$ cat src/rtl/crs_pkg.sv
package crs_pkg;
  typedef enum logic [1:0] {
    OP_CALL  = 2'd0,
    OP_RET   = 2'd1,
    OP_SETF  = 2'd2,
    OP_DROPF = 2'd3
  } crs_op_e;

  typedef enum logic [2:0] {
    S_IDLE  = 3'd0,
    S_PUSH  = 3'd1,
    S_JUMP  = 3'd2,
    S_POP   = 3'd3,
    S_LOAD  = 3'd4,
    S_FREE  = 3'd5,
    S_SETF  = 3'd6,
    S_DROPF = 3'd7
  } crs_st_e;
endpackage

$ cat src/rtl/crs_fsm.sv
module crs_fsm
  import crs_pkg::*;
(
  input  logic    clk,
  input  logic    rst_n,
  input  logic    req_valid,
  input  logic [1:0] req_op,
  input  logic    rel_zero,
  output crs_st_e st_o,
  output logic    ready_o,
  output logic    acc_o,
  output logic    done_o
);
  crs_st_e st_q, st_d;

  assign ready_o = (st_q == S_IDLE);
  assign acc_o   = ready_o & req_valid;
  assign st_o    = st_q;

  always_comb begin
    st_d = st_q;
    case (st_q)
      S_IDLE: begin
        if (req_valid) begin
          case (crs_op_e'(req_op))
            OP_CALL:  st_d = S_PUSH;
            OP_RET:   st_d = S_POP;
            OP_SETF:  st_d = S_SETF;
            default:  st_d = S_DROPF;
          endcase
        end
      end
      S_PUSH:  st_d = S_JUMP;
      S_POP:   st_d = S_LOAD;
      S_LOAD:  st_d = rel_zero ? S_IDLE : S_FREE;
      default: st_d = S_IDLE;
    endcase
  end

  always_comb begin
    case (st_q)
      S_JUMP, S_FREE, S_SETF, S_DROPF: done_o = 1'b1;
      S_LOAD:  done_o = rel_zero;
      default: done_o = 1'b0;
    endcase
  end

  always_ff @(posedge clk or negedge rst_n) begin
    if (!rst_n) st_q <= S_IDLE;
    else        st_q <= st_d;
  end


  call_done_chk: assert property (@(posedge clk) disable iff (!rst_n)
    (st_q == S_PUSH) |=> done_o);

  busy_after_acc_chk: assert property (@(posedge clk) disable iff (!rst_n)
    acc_o |=> !ready_o);

  done_single_chk: assert property (@(posedge clk) disable iff (!rst_n)
    done_o |=> (!done_o && ready_o));
endmodule

$ cat src/rtl/crs_dp.sv
module crs_dp
  import crs_pkg::*;
#(
  parameter int AW = 32,
  parameter int LW = 4,
  parameter int CW = 16,
  parameter logic [AW-1:0] IP_INIT = '0,
  parameter logic [AW-1:0] SP_INIT = '0,
  parameter logic [AW-1:0] BP_INIT = '0
)(
  input  logic          clk,
  input  logic          rst_n,
  input  logic          acc,
  input  crs_st_e       st,
  input  logic [AW-1:0] req_target,
  input  logic [LW-1:0] req_len,
  input  logic [CW-1:0] req_rel,
  input  logic          req_wide,
  output logic          rel_zero,
  output logic          mem_en,
  output logic          mem_we,
  output logic [AW-1:0] mem_addr,
  output logic [AW-1:0] mem_wdata,
  input  logic [AW-1:0] mem_rdata,
  output logic [AW-1:0] ip_o,
  output logic [AW-1:0] sp_o,
  output logic [AW-1:0] bp_o
);
  localparam logic [AW-1:0] STEP_N = AW'(4);
  localparam logic [AW-1:0] STEP_W = AW'(8);

  logic [AW-1:0] ip_q, ip_d, sp_q, sp_d, bp_q, bp_d;
  logic [AW-1:0] tgt_q, step;
  logic [LW-1:0] len_q;
  logic [CW-1:0] rel_q;
  logic          wide_q;

  assign step     = wide_q ? STEP_W : STEP_N;
  assign rel_zero = (rel_q == '0);

  // request capture, enabled on acceptance
  always_ff @(posedge clk or negedge rst_n) begin
    if (!rst_n) begin
      tgt_q  <= '0;
      len_q  <= '0;
      rel_q  <= '0;
      wide_q <= 1'b0;
    end else if (acc) begin
      tgt_q  <= req_target;
      len_q  <= req_len;
      rel_q  <= req_rel;
      wide_q <= req_wide;
    end
  end

  always_comb begin
    ip_d = ip_q;
    sp_d = sp_q;
    bp_d = bp_q;
    case (st)
      S_PUSH:  sp_d = sp_q - step;
      S_JUMP:  ip_d = tgt_q;
      S_POP:   sp_d = sp_q + step;
      S_LOAD:  ip_d = mem_rdata;
      S_FREE:  sp_d = sp_q + AW'(rel_q);
      S_SETF:  bp_d = sp_q;
      S_DROPF: sp_d = bp_q;
      default: ;
    endcase
  end

  always_comb begin
    mem_en    = (st == S_PUSH) || (st == S_POP);
    mem_we    = (st == S_PUSH);
    mem_addr  = (st == S_PUSH) ? (sp_q - step) : sp_q;
    mem_wdata = ip_q + AW'(len_q);
  end

  always_ff @(posedge clk or negedge rst_n) begin
    if (!rst_n) begin
      ip_q <= IP_INIT;
      sp_q <= SP_INIT;
      bp_q <= BP_INIT;
    end else begin
      ip_q <= ip_d;
      sp_q <= sp_d;
      bp_q <= bp_d;
    end
  end

  assign ip_o = ip_q;
  assign sp_o = sp_q;
  assign bp_o = bp_q;


  push_sp_chk: assert property (@(posedge clk) disable iff (!rst_n)
    (mem_en && mem_we) |=> (sp_q == $past(mem_addr)));

  pop_load_chk: assert property (@(posedge clk) disable iff (!rst_n)
    $past(mem_en && !mem_we, 2) |-> (ip_q == $past(mem_rdata)));

  frame_set_chk: assert property (@(posedge clk) disable iff (!rst_n)
    (st == S_SETF) |=> (bp_q == $past(sp_q) && $stable(sp_q)));
endmodule

$ cat src/rtl/call_ret_seq.sv
module call_ret_seq
  import crs_pkg::*;
#(
  parameter int AW = 32,
  parameter int LW = 4,
  parameter int CW = 16,
  parameter logic [AW-1:0] IP_INIT = AW'(32'h0000_0100),
  parameter logic [AW-1:0] SP_INIT = AW'(32'h0000_1000),
  parameter logic [AW-1:0] BP_INIT = AW'(32'h0000_2000)
)(
  input  logic          clk,
  input  logic          rst_n,
  input  logic          req_valid,
  output logic          req_ready,
  input  logic [1:0]    req_op,
  input  logic [AW-1:0] req_target,
  input  logic [LW-1:0] req_len,
  input  logic [CW-1:0] req_rel,
  input  logic          req_wide,
  output logic          done_o,
  output logic [AW-1:0] ip_o,
  output logic [AW-1:0] sp_o,
  output logic [AW-1:0] bp_o,
  output logic          mem_en,
  output logic          mem_we,
  output logic [AW-1:0] mem_addr,
  output logic [AW-1:0] mem_wdata,
  input  logic [AW-1:0] mem_rdata
);
  logic    rst_s1, rst_s2;
  logic    acc, rel_zero;
  crs_st_e st;

  // reset asserts at once, releases on a clock edge
  always_ff @(posedge clk or negedge rst_n) begin
    if (!rst_n) begin
      rst_s1 <= 1'b0;
      rst_s2 <= 1'b0;
    end else begin
      rst_s1 <= 1'b1;
      rst_s2 <= rst_s1;
    end
  end

  crs_fsm u_fsm (
    .clk       (clk),
    .rst_n     (rst_s2),
    .req_valid (req_valid),
    .req_op    (req_op),
    .rel_zero  (rel_zero),
    .st_o      (st),
    .ready_o   (req_ready),
    .acc_o     (acc),
    .done_o    (done_o)
  );

  crs_dp #(
    .AW(AW), .LW(LW), .CW(CW),
    .IP_INIT(IP_INIT), .SP_INIT(SP_INIT), .BP_INIT(BP_INIT)
  ) u_dp (
    .clk        (clk),
    .rst_n      (rst_s2),
    .acc        (acc),
    .st         (st),
    .req_target (req_target),
    .req_len    (req_len),
    .req_rel    (req_rel),
    .req_wide   (req_wide),
    .rel_zero   (rel_zero),
    .mem_en     (mem_en),
    .mem_we     (mem_we),
    .mem_addr   (mem_addr),
    .mem_wdata  (mem_wdata),
    .mem_rdata  (mem_rdata),
    .ip_o       (ip_o),
    .sp_o       (sp_o),
    .bp_o       (bp_o)
  );


  drop_frame_chk: assert property (@(posedge clk) disable iff (!rst_s2)
    (st == S_DROPF) |=> (sp_o == $past(bp_o) && done_o == 1'b0));
endmodule

$ cat config.mk
export PLATFORM = sky130hd
export DESIGN_NAME = call_ret_seq
export DESIGN_NICKNAME = d
export VERILOG_FILES = /design/src/rtl/crs_pkg.sv /design/src/rtl/crs_fsm.sv /design/src/rtl/crs_dp.sv /design/src/rtl/call_ret_seq.sv
export SDC_FILE = /design/constraint.sdc
export NUM_CORES = 1
export LEC_CHECK = 0
export BUFFER_PORTS_ARGS = -buffer_cell sky130_fd_sc_hd__buf_2
export CORE_ASPECT_RATIO = 1.4
export CORE_MARGIN = 3
export CORE_UTILIZATION = 54
export CTS_CLUSTER_DIAMETER = 150
export DETAILED_ROUTE_END_ITERATION = 8
export PLACE_DENSITY_LB_ADDON = 0.12
export SKIP_LAST_GASP = 1
export SYNTH_ARGS = -nofsm -noshare
export SYNTH_HDL_FRONTEND = slang
export SYNTH_SLANG_ARGS = --single-unit
$ cat constraint.sdc
create_clock -name clk -period 6.1 [get_ports clk]
set_input_delay 0.305 -clock clk [delete_from_list [all_inputs] [get_ports clk]]
set_output_delay 0.305 -clock clk [all_outputs]
set_load 0.05 [all_outputs]
== After elaboration in Yosys (flattened, before gate mapping) ==
Index checks and enable logic that the tools add are counted.
Word-level totals
  bits in registers: 154
  bits of input ports: 90
  output and inout bits: 164
  logic and storage cells: 41
Cells by class
  add/sub/neg operators: 4
  equal/unequal tests: 10
  mux-type cells: 9
  bitwise gates (word level): 1
  reductions and logical operators: 7
Operator list (count)
  case mux 32 bit (4 select lines): 1
  case mux 32 bit (2 select lines): 1
  adder 32 x 16 -> 32 bit: 1
  adder 32 bit: 1
  adder 32 x 4 -> 32 bit: 1
  2-to-1 mux 32 bit: 1
  subtractor 32 bit: 1
  zero test 16 bit: 1
  == test 3 bit (second input constant): 4
  case mux 3 bit (4 select lines): 1
  case mux 3 bit (3 select lines): 1
  == test 3 x 2 -> 1 bit (second input constant): 2
  2-to-1 mux 3 bit: 2
  2-to-1 mux 4 bit: 1
  nonzero test 4 bit: 1
  OR reduction 4 bit: 1
  == test 3 x 1 -> 1 bit (second input constant): 1
  zero test 3 bit: 1
  == test 2 x 1 -> 1 bit (second input constant): 1
  == test 2 bit (second input constant): 1
  zero test 2 bit: 1
  inequality test 2 bit (second input constant): 1
  case mux 1 bit (2 select lines): 1
  nonzero test 2 bit: 1
  2 further kinds: 2

== Logic depth before layout (Yosys ltp) ==
Gate-level depths: netlist of the first run.
  word-level depth: 4
  gate-level depth with buffers: 17
  gate-level depth less buffers: 13

== Hierarchy ==
A second synthesis of the first run with hierarchy kept.
Unflattened totals
  cells, all modules: 1009
  area total of the unflattened synthesis: 9502.9 um^2
Modules (own cells, without submodules)
  crs_dp: instances 1, cells each 987, area an instance 9275.1 um^2, seq. area each 3732.3 um^2
  crs_fsm: instances 1, cells each 19, area an instance 173.9 um^2, seq. area each 75.1 um^2
  call_ret_seq: instances 1, cells each 3, area an instance 53.8 um^2, seq. area each 50.0 um^2

== Worst setup path before layout of the first run ==
OpenSTA, ideal clock, no wires.
  kind: register -> output
  start point: register u_dp.sp_q[2] (netlist: u_dp.sp_o[2])
  end point: output port mem_addr[28]
  arrival time: 3313 ps
  required time: 5795 ps
  setup slack: 2482 ps
  stages on the path, launching flop included: 10
  cell sequence: dfrtp_1 inv_1 ha_1 fa_1 or3b_1 or3_1 buf_2 nor4b_2 nand2_1 xnor2_1
On the way
  word-level cells in the longest chain between the ends: 2
Ends and longest elaborated chain
  start: declaration: RTL line crs_dp.sv:32  | logic [AW-1:0] ip_q, ip_d, sp_q, sp_d, bp_q, bp_d;
  start signal: assignment: RTL line crs_dp.sv:86  | sp_q <= sp_d;
  subtractor 32 bit: RTL line crs_dp.sv:75  | mem_addr = (st == S_PUSH) ? (sp_q - step) : sp_q;
  2-to-1 mux 32 bit: RTL line crs_dp.sv:75
  end: declaration: RTL line call_ret_seq.sv:26  | output logic [AW-1:0] mem_addr,
No other way between the ends.

== Worst setup path after layout of the first run ==
  start point: register u_dp.wide_q
  end point: output port mem_addr[22]
On the way
  word-level cells in the longest chain between the ends: 3
Ends and longest elaborated chain
  start: declaration: RTL line crs_dp.sv:36  | logic wide_q;
  start signal: assignment: RTL line crs_dp.sv:52  | wide_q <= req_wide;
  2-to-1 mux 4 bit: RTL line crs_dp.sv:38  | assign step = wide_q ? STEP_W : STEP_N;
  subtractor 32 bit: RTL line crs_dp.sv:75
  2-to-1 mux 32 bit: RTL line crs_dp.sv:75
No other way between the ends.

==> results.yml, run 1 <==
run_status:
  status: "finished, final reports clean"
worst_setup_path:
  worstPathArrival_ns: 3.74
  startpoint_type: "flop"
  required_ns: 5.79
  timing.reg2reg.setup_slack_ns: 2.25
  endpoint_kind: "output port"
  critPathMaxFanout: 7
  crit_type: "reg -> out"
final_layout:
  final_net_count: 1353
  syn_to_final_growth_pct: 19.7
  fillers: 1476
  final_util_pct: 66.2
  diodes: 0
  final_area_mm2: 0.0116
  layout-drive-gt1-share_pct: 32.0
synthesis:
  ys_warn_count: 0
  ys_ff_latch: 154
  synthXorXnorAreaFrac_pct: 8.43
  synth_async_sr_flop_share_pct: 100
  avgSynthCellArea_um2: 9.38
  syn_inst: 1031
  yosysSeqAreaShare_pct: 39.9
  synth_area_mm2: 0.00967
  synth_enable_flop_cells: 0
  muxShareOfSynthArea_pct: 12.5
  synth_compound_gate_area_share_pct: 13.3
  synth_top_family_by_area: "simple AND/OR/NAND/NOR gates"
  syn-num-nets: 1147
  synthFlopType: "dfrtp_1"
  synthAdderAreaFrac_pct: 3.60
  synth-simple-area-share_pct: 17.9
  synth.distinct_cells: 74
sta:
  maxSlewViolCount: 0
  setup_viol: 0
  fin_crit_ns: 4.04
  post-route-period-util_pct: 66.3
  hold_violations: 0
  setup_tns_ns: 0
  maxSlewHeadroom_pct: 30.5
  finalClockSkew_ns: 0.0122
  worst_pin_slew_ns: 1.04
  rsz0062_at_grt: "no"
  fmax_ghz: 0.247
clock_tree:
  numCtsBuffers: 17
  cts_setup_buffers: 0
  cts_hold_repair.buffers: 1
  root_buffer: "clkbuf_16"
  htree_num_levels: 4
  cts_tree: "done"
  cts_resized: 0
  cts.clk_slew.worst_paths_ns: 0.07
  cts.path.max_buffers: 2
  numClockSinks: 154
  insertion_delay_ns: 0.43
floorplan:
  die_h_um: 164
  core_region_area_mm2: 0.0175
  die_area_mm2: 0.0196
  io_pins: 254
  die_w_um: 119
  placement_rows: 57
  initial_core_util_pct: 55.3
place:
  placed_cell_area_mm2: 0.0110
  hpwl_um: 19900
  place.gp.congestion: 0.928
  port_buffers: 253
grt:
  grt_remaining_overflow: 0
  grt_max_degree: 73
  antenna_found_initial: 0
  track_usage_pct: 27.8
  grt_first_pass_wirelength_um: 43300
  grt_pass1_vias: 8196
route:
  ant_nets: 0
  wl_per_cell_um: 18.3
  drc: 0
  avgViaCountPerCell: 5.72
  drt-pass1-iter-count: 5
  first_iter_violations: 625
  wl_um: 27200
  dr_total_vias: 8502
worst_hold_path:
  holdCritPathClass: "in -> reg"
flow_run:
  maxCapViolCount: 0
==> kinds of logic (layout without fill, tap and decap cells) <==
logic type	count (synthesis)	after routing
AO/OA/AOI/OAI	206	206
multiplexers	111	111
buffers and inverters	102	321
XOR/XNOR	93	93
flip-flops	154	154
other	1	1
adder cells (fa/ha/maj)	26	26
AND/OR/NAND/NOR	338	338
==> registers in the layout, indices dropped and copies added, names as in the netlist <==
signal       cells
rst_s1           1
rst_s2           1
u_dp.bp_o       32
u_dp.ip_o       32
u_dp.len_q       4
u_dp.rel_q      16
u_dp.sp_o       32
u_dp.tgt_q      32
u_dp.wide_q      1
u_fsm.st_o       3
==> layer usage <==
layer	track usage, %	up-vias	share of wire (%)
met2	48.2	339	51
met3	4.82	34	6.7
met1	35.1	4051	40
met5	0	-	0
li1	-	4078	-
met4	9.70	0	2.1
==> layout by cell type, fill, tap and decap left out, drive strengths merged, types with 7 or more instances in the layout <==
cell / instances
nand2: 125
clkinv: 7
o211ai: 7
nor4: 16
inv: 29
xnor2: 51
dfrtp: 151
ha: 23
and2: 19
and3: 17
nor3: 23
xor2: 42
a31oi: 11
or2: 8
buf: 265
a21oi: 47
mux2: 76
or3: 10
mux2i: 35
clkbuf: 17
o21ai: 76
nand2b: 7
nand3: 28
nor2: 49
nand4: 14
==> final cells by class <==
cell class	instances	area, um^2	share of cell area [%]
Tap cell	236	295	2.55
Multi-Input combinational cell	775	5400	46.7
Clock buffer	17	425	3.68
Sequential cell	154	3860	33.4
Timing Repair Buffer	266	1370	11.8
Clock inverter	15	138	1.19
Inverter	23	86.3	0.746
==> stage by stage <==
| step | hold WS [ns] | cells | setup WS (ns) |
|---|---|---|---|
| after floorplan | 0.00941 | 1031 | 1.50 |
| after global placement | 0.0899 | 1453 | 2.39 |
| after detailed placement | 0.0924 | 1453 | 2.34 |
| after CTS | 0.0857 | 1486 | 2.08 |
| after global routing | 0.0875 | 1486 | 1.80 |
| final | 0.0955 | 1486 | 2.06 |
==> path summary, 6_finish.rpt <==
path                                     from        endpoint  cells after the start
worst max-delay path              u_dp.wide_q    mem_addr[22]                      9
worst min-delay path               req_len[1]   u_dp.len_q[1]                      3
worst max register to register  u_fsm.st_o[0]   u_dp.sp_o[27]                     11
worst min register to register         rst_s2   u_dp.bp_o[14]                      0
max in group asynchronous              rst_s2  u_dp.tgt_q[20]                      1
min in group asynchronous               rst_n          rst_s2                      2
==> cell usage after synthesis (all sizes together) (4+ instances only) <==
master	number	area (um^2)
o211ai	7	57.6
or2	8	50.1
or4	4	37.5
nand3	28	140
nand2	125	469
and2	19	119
inv	22	82.6
o22ai	5	31.3
a22oi	6	45.0
nor3	23	148
nand2b	7	43.8
ha	23	288
or3	10	62.6
xor2	42	368
nor2	49	191
and3	17	106
xnor2	51	447
buf	26	134
a221oi	5	43.8
a21oi	47	235
mux2i	35	350
a31oi	11	68.8
clkbuf	53	199
mux2	76	856
nor4	16	115
a21o	6	45.0
dfrtp	151	3780
a222oi	5	50.1
nor2b	6	37.5
a2bb2oi	5	43.8
nand4	14	103
o21ai	76	380
==> critical path: stages, from the launching register on <==
cell and delay (ns):
dfrtp_1 0.41, inv_1 0.14, ha_1 0.20, fa_1 0.23, or3b_1 0.45, nor3_2 0.59, nand3_1 0.39, nor4_1 0.46
xnor2_1 0.17, buf_2 0.28
Power of run 1 is left out: the tool's default activity adds up to more than one toggle a clock period on the data nets, which glitch-free logic cannot reach.
==> run 2: changes to the inputs <==
- ABC_AREA: not set -> 1
- CORE_UTILIZATION: 54 -> 49
- clock period: 6.1 -> 3.4 ns (I/O delays scaled with it)
==> run 2 against run 1 <==
Effect of this change: sequential share of layout area decreased by 3.5 points; clock skew about the same; register-to-register slack worse by 1.9 ns; synthesized area is 6.3% higher; final area up 12%; synthesized cell count increased by 45%; via count up 30%; utilization shrank 3.4 points; routed wire length up 38%; die area grew 16%; critical endpoint is now u_dp.sp_o[15]; worst setup slack got worse by 1.7 ns.
==> results.yml, run 2 <==
worst_setup_path:
  path_common_cell: "nand2_1"
  cp_top_family: "simple AND/OR/NAND/NOR gates"
  startpoint_type: "flop"
  r2r_start: "u_fsm.st_o[2]"
  reg2reg_to: "u_dp.sp_o[15]"
  worstPathArrival_ns: 3.42
  timing.reg2reg.setup_slack_ns: 0.32
  required_ns: 3.74
  crit_chain: "nand2_1, nor2_1, inv_1, buf_4, o21ai_0, inv_1, ha_1, nand2_1, nor2_1, nand3_1, nand2_1, nand2_1, nand2_1, or2_2, nand3_1, a22oi_1"
  worst-r2r-cell-count: 16
  critPathMaxFanout: 13
  critPathLaunch: "u_fsm.st_o[2]"
  crit_path_top_delay_cell: "dfrtp_1"
  max_stage_delay_ns: 0.50
  endpoint_kind: "flop"
  critPathBufInv: 3
  crit_type: "reg -> reg"
floorplan:
  core_region_area_mm2: 0.0206
  placement_rows: 62
  die_area_mm2: 0.0228
  die_h_um: 177
  io_pins: 254
  initial_core_util_pct: 50.0
  die_w_um: 128
synthesis:
  muxShareOfSynthArea_pct: 0.877
  yosys.area.top_type_share_pct: 36.8
  synthAdderAreaFrac_pct: 3.38
  synth_async_sr_flop_share_pct: 100
  synth_top_area_cell: "dfrtp_1"
  ys_ff_latch: 154
  avgSynthCellArea_um2: 6.87
  synth_most_common_cell: "nand2_1"
  syn-num-nets: 1612
  syn_inst: 1496
  synth_enable_flop_cells: 0
  synth_common_cells: "nand2_1 (446), inv_1 (176), o21ai_0 (169)"
  synth_top_family_by_area: "simple AND/OR/NAND/NOR gates"
  synth_compound_gate_area_share_pct: 14.0
  ys_warn_count: 0
  synth-simple-area-share_pct: 30.1
  yosysSeqAreaShare_pct: 37.5
  synthFlopType: "dfrtp_1"
  synth.distinct_cells: 49
  synthXorXnorAreaFrac_pct: 4.35
  synth_area_leaders: "dfrtp_1 (37%), nand2_1 (16%), o21ai_0 (8.2%)"
  synth_area_mm2: 0.0103
worst_hold_path:
  min_path_cells: 3
  min-delay-start: "mem_rdata[18]"
  min_to: "u_dp.ip_o[18]"
  holdCritPathClass: "in -> reg"
sta:
  finalClockSkew_ns: 0.0118
  whs_ns: 0.0125
  maxSlewViolCount: 0
  maxSlewHeadroom_pct: 33.6
  setup_viol: 0
  hold_violations: 0
  setup_tns_ns: 0
  fmax_ghz: 0.325
  post-route-period-util_pct: 90.5
  fin_crit_ns: 3.08
  rsz0062_at_grt: "no"
  worst_pin_slew_ns: 0.987
final_layout:
  syn_to_final_growth_pct: 25.7
  final_net_count: 1897
  final_util_pct: 62.8
  final_common_cell: "nand2_1"
  layout_common_cells: "nand2_1 (446), buf_2 (253), inv_1 (176)"
  layout-drive-gt1-share_pct: 19.0
clock_tree:
  cts.clk_slew.worst_paths_ns: 0.07
  htree_num_levels: 4
  insertion_delay_ns: 0.44
  numCtsBuffers: 17
  cts_resized: 0
  numClockSinks: 154
  cts.path.max_buffers: 2
  cts_tree: "done"
  root_buffer: "clkbuf_16"
  cts_hold_repair.buffers: 61
  cts_setup_buffers: 0
place:
  hpwl_um: 28100
  place.gp.congestion: 0.992
  port_buffers: 253
grt:
  grt_first_pass_wirelength_um: 57600
  grt_max_degree: 153
  grt_remaining_overflow: 0
  antenna_found_initial: 1
  grt_pass1_vias: 10776
  track_usage_pct: 33.0
route:
  wl_per_cell_um: 18.4
  ant_nets: 0
  drt-pass1-iter-count: 6
  avgViaCountPerCell: 5.38
  drc: 0
  first_iter_violations: 751
  dr_total_vias: 11025
  wl_um: 37600
flow_run:
  maxCapViolCount: 0
run_status:
  status: "finished, final reports clean"
## run 2: per-stage QoR
step           area (um^2)  std cells  setup WS, ns
6_report             12900       2051         0.322
5_1_grt              12900       2051        0.0343
4_1_cts              12900       2050         0.362
3_5_place_dp         11700       1957         0.395
3_3_place_gp         11700       1957         0.467
2_1_floorplan        10300       1496         0.339
## run 2: kinds of logic after synthesis
logic type | after synthesis
AND/OR/NAND/NOR | 744
AO/OA/AOI/OAI | 267
buffers and inverters | 245
flip-flops | 154
XOR/XNOR | 51
adder cells (fa/ha/maj) | 26
multiplexers | 8
other | 1
## run 2: worst min-delay path, stage by stage
cell and delay (ns):
buf_2 0.08, o211ai_1 0.08, o21ai_0 0.07
## run 2: per-layer routing
metal / GRT usage [%] / vias to the layer above / routed length [um]
met4: 22.7 / 0 / 2770
met1: 36.4 / 5125 / 13800
met5: 0 / - / 0
met3: 4.13 / 121 / 1950
li1: - / 5344 / -
met2: 58.3 / 435 / 19100
## run 2: worst max-delay path by stage
stage,endpoint,slack (ns),depth (start not counted)
2_1_floorplan,mem_wdata[22],0.34,9
3_3_place_gp,u_dp.sp_o[16],0.47,16
3_5_place_dp,u_dp.sp_o[14],0.40,16
4_1_cts,mem_wdata[22],0.36,11
5_1_grt,u_dp.sp_o[18],0.03,18
6_report,u_dp.sp_o[15],0.32,16
## run 2: final cells by class
type / instances / area [um^2]
clock buffers: 20 / 447
clock inverters: 12 / 163
flip-flops and latches: 154 / 3860
multi-input cells: 1097 / 5430
fillers: 2017 / 7640
well taps: 256 / 320
inverters: 186 / 702
repair buffers: 325 / 1980
diodes: 1 / 2.50
Power of run 2 is left out for the same reason.
==> run 3: changes to the inputs <==
- CORE_UTILIZATION: 49 -> 51
- CTS_BUF_LIST: not set -> sky130_fd_sc_hd__clkbuf_4 sky130_fd_sc_hd__clkbuf_8
==> run 3 against run 2 <==
Effect of this change: final area fell by 0.21%; maximum frequency fell by 3.7%; count of clock-buffer cells in the layout fell by 2; non-clock buffer count rose by 16; die area fell by 3.8%; largest cell class unchanged.
==> results.yml, run 3 (same netlist as run 2, synthesis figures left out) <==
route:
  wl_um: 39300
  drc: 0
  dr_total_vias: 11245
  first_iter_violations: 933
  avgViaCountPerCell: 5.46
  drt-pass1-iter-count: 6
  ant_nets: 0
  wl_per_cell_um: 19.1
final_layout:
  layout-drive-gt1-share_pct: 19.0
  fillers: 1729
  syn_to_final_growth_pct: 25.4
  diodes: 0
  final_common_cell: "nand2_1"
  final_net_count: 1913
  layout_common_cells: "nand2_1 (446), buf_2 (253), inv_1 (176)"
worst_setup_path:
  startpoint_type: "flop"
  critPathMaxFanout: 5
  required_ns: 3.23
  critPathLaunch: "u_dp.ip_o[0]"
  reg2reg_to: "u_dp.sp_o[15]"
  crit_type: "reg -> out"
  crit_chain: "ha_1, inv_1, fa_1, inv_1, a31oi_1, nor2_1, buf_4, nand3_1, nor3_1, xor2_1, buf_2"
  worstPathArrival_ns: 3.03
  timing.reg2reg.setup_slack_ns: 0.31
  r2r_start: "u_fsm.st_o[2]"
  worst-r2r-cell-count: 14
  crit_path_top_delay_cell: "dfrtp_1"
  cp_top_family: "adder cells"
  critPathBufInv: 4
  endpoint_kind: "output port"
  max_stage_delay_ns: 0.43
  cp.depth: 11
  path_common_cell: "inv_1"
  crit_path_end: "mem_wdata[22]"
sta:
  finalClockSkew_ns: 0.0168
  hold_violations: 0
  maxSlewViolCount: 0
  fin_crit_ns: 3.20
  rsz0062_at_grt: "no"
  whs_ns: 0.0182
  worst_pin_slew_ns: 0.889
  fmax_ghz: 0.313
  setup_viol: 0
  post-route-period-util_pct: 94.0
  maxSlewHeadroom_pct: 40.2
  setup_tns_ns: 0
grt:
  antenna_found_initial: 0
  grt_first_pass_wirelength_um: 60900
  grt_max_degree: 100
  grt_remaining_overflow: 0
  track_usage_pct: 35.5
  grt_pass1_vias: 11188
clock_tree:
  root_buffer: "clkbuf_8"
  numCtsBuffers: 17
  htree_num_levels: 4
  insertion_delay_ns: 0.48
  cts.path.max_buffers: 2
  cts_tree: "done"
  numClockSinks: 154
  cts.clk_slew.worst_paths_ns: 0.10
floorplan:
  die_w_um: 126
  core_region_area_mm2: 0.0195
  placement_rows: 60
  die_h_um: 174
  initial_core_util_pct: 52.6
  die_area_mm2: 0.0219
  io_pins: 254
worst_hold_path:
  holdCritPathClass: "in -> reg"
  min_path_cells: 3
place:
  port_buffers: 253
  place.gp.congestion: 1.04
  hpwl_um: 28800
run_status:
  status: "finished, final reports clean"
flow_run:
  maxCapViolCount: 0
[run 3: changes by cell type in the layout (fill, tap and decap cells not counted), sizes merged]
cell and delta:
dlygate4sd3 +14, inv +5, buf +2, clkbuf -2, clkinv -2, bufinv -1, diode -1
[run 3: final cells by class]
cell class                      instances  area [um^2]  area share (%)
Clock buffer                           18          248            1.92
Clock inverter                         14          175            1.36
Inverter                              186          702            5.45
Multi-Input combinational cell       1097         5430            42.2
Sequential cell                       154         3860            30.0
Tap cell                              248          310            2.41
Timing Repair Buffer                  341         2160            16.7
[run 3: worst min path at each step]
stage | endpoint | slack (ns) | from
finish | u_fsm.st_o[1] | 0.02 | req_op[0]
global placement | rst_s1 | -0.05 | rst_n
detailed placement | rst_s1 | -0.04 | rst_n
floorplan | rst_s1 | -0.13 | rst_n
CTS | u_dp.ip_o[1] | 0.0007 | mem_rdata[1]
global route | u_dp.ip_o[8] | 0.004 | mem_rdata[8]
[run 3: worst register-to-register path, cell delays in order (launching register included)]
cell and delay [ns]:
dfrtp_1 0.50, nand2_1 0.13, nor2_1 0.30, inv_1 0.17
nand2_1 0.10, o21ai_0 0.09, ha_1 0.34, or2_2 0.33
nand3_1 0.10, nand2_1 0.11, nand2_1 0.08, nand2_1 0.16
or2_2 0.32, nand3_1 0.14, a22oi_1 0.10
[run 3: timing repair]
item                                   4_1_cts  5_1_grt
setup endpoints to repair                    0        4
buffers inserted                             0        0
gates resized for setup                      0        1
hold buffers                                75        0
endpoints found under the hold margin       75        0
[run 3: per-stage QoR]
| step | util [%] | cell area (um^2) | std cells | setup WS [ns] |
|---|---|---|---|---|
| 2_1_floorplan | - | 10300 | 1496 | 0.339 |
| 3_3_place_gp | 60.0 | 11700 | 1951 | 0.416 |
| 3_5_place_dp | 60.0 | 11700 | 1951 | 0.392 |
| 4_1_cts | 66.0 | 12900 | 2058 | 0.156 |
| 5_1_grt | 66.0 | 12900 | 2058 | 0.0240 |
| 6_report | 66.0 | 12900 | 2058 | 0.203 |
[run 3: layer usage]
layer | up-vias | share of wire (%) | global-route usage [%]
li1 | 5371 | - | -
met5 | - | 0 | 0
met1 | 5200 | 36 | 38.4
met3 | 129 | 6.1 | 5.41
met4 | 0 | 7.3 | 23.9
met2 | 545 | 50 | 63.3
Power of run 3 is left out for the same reason.
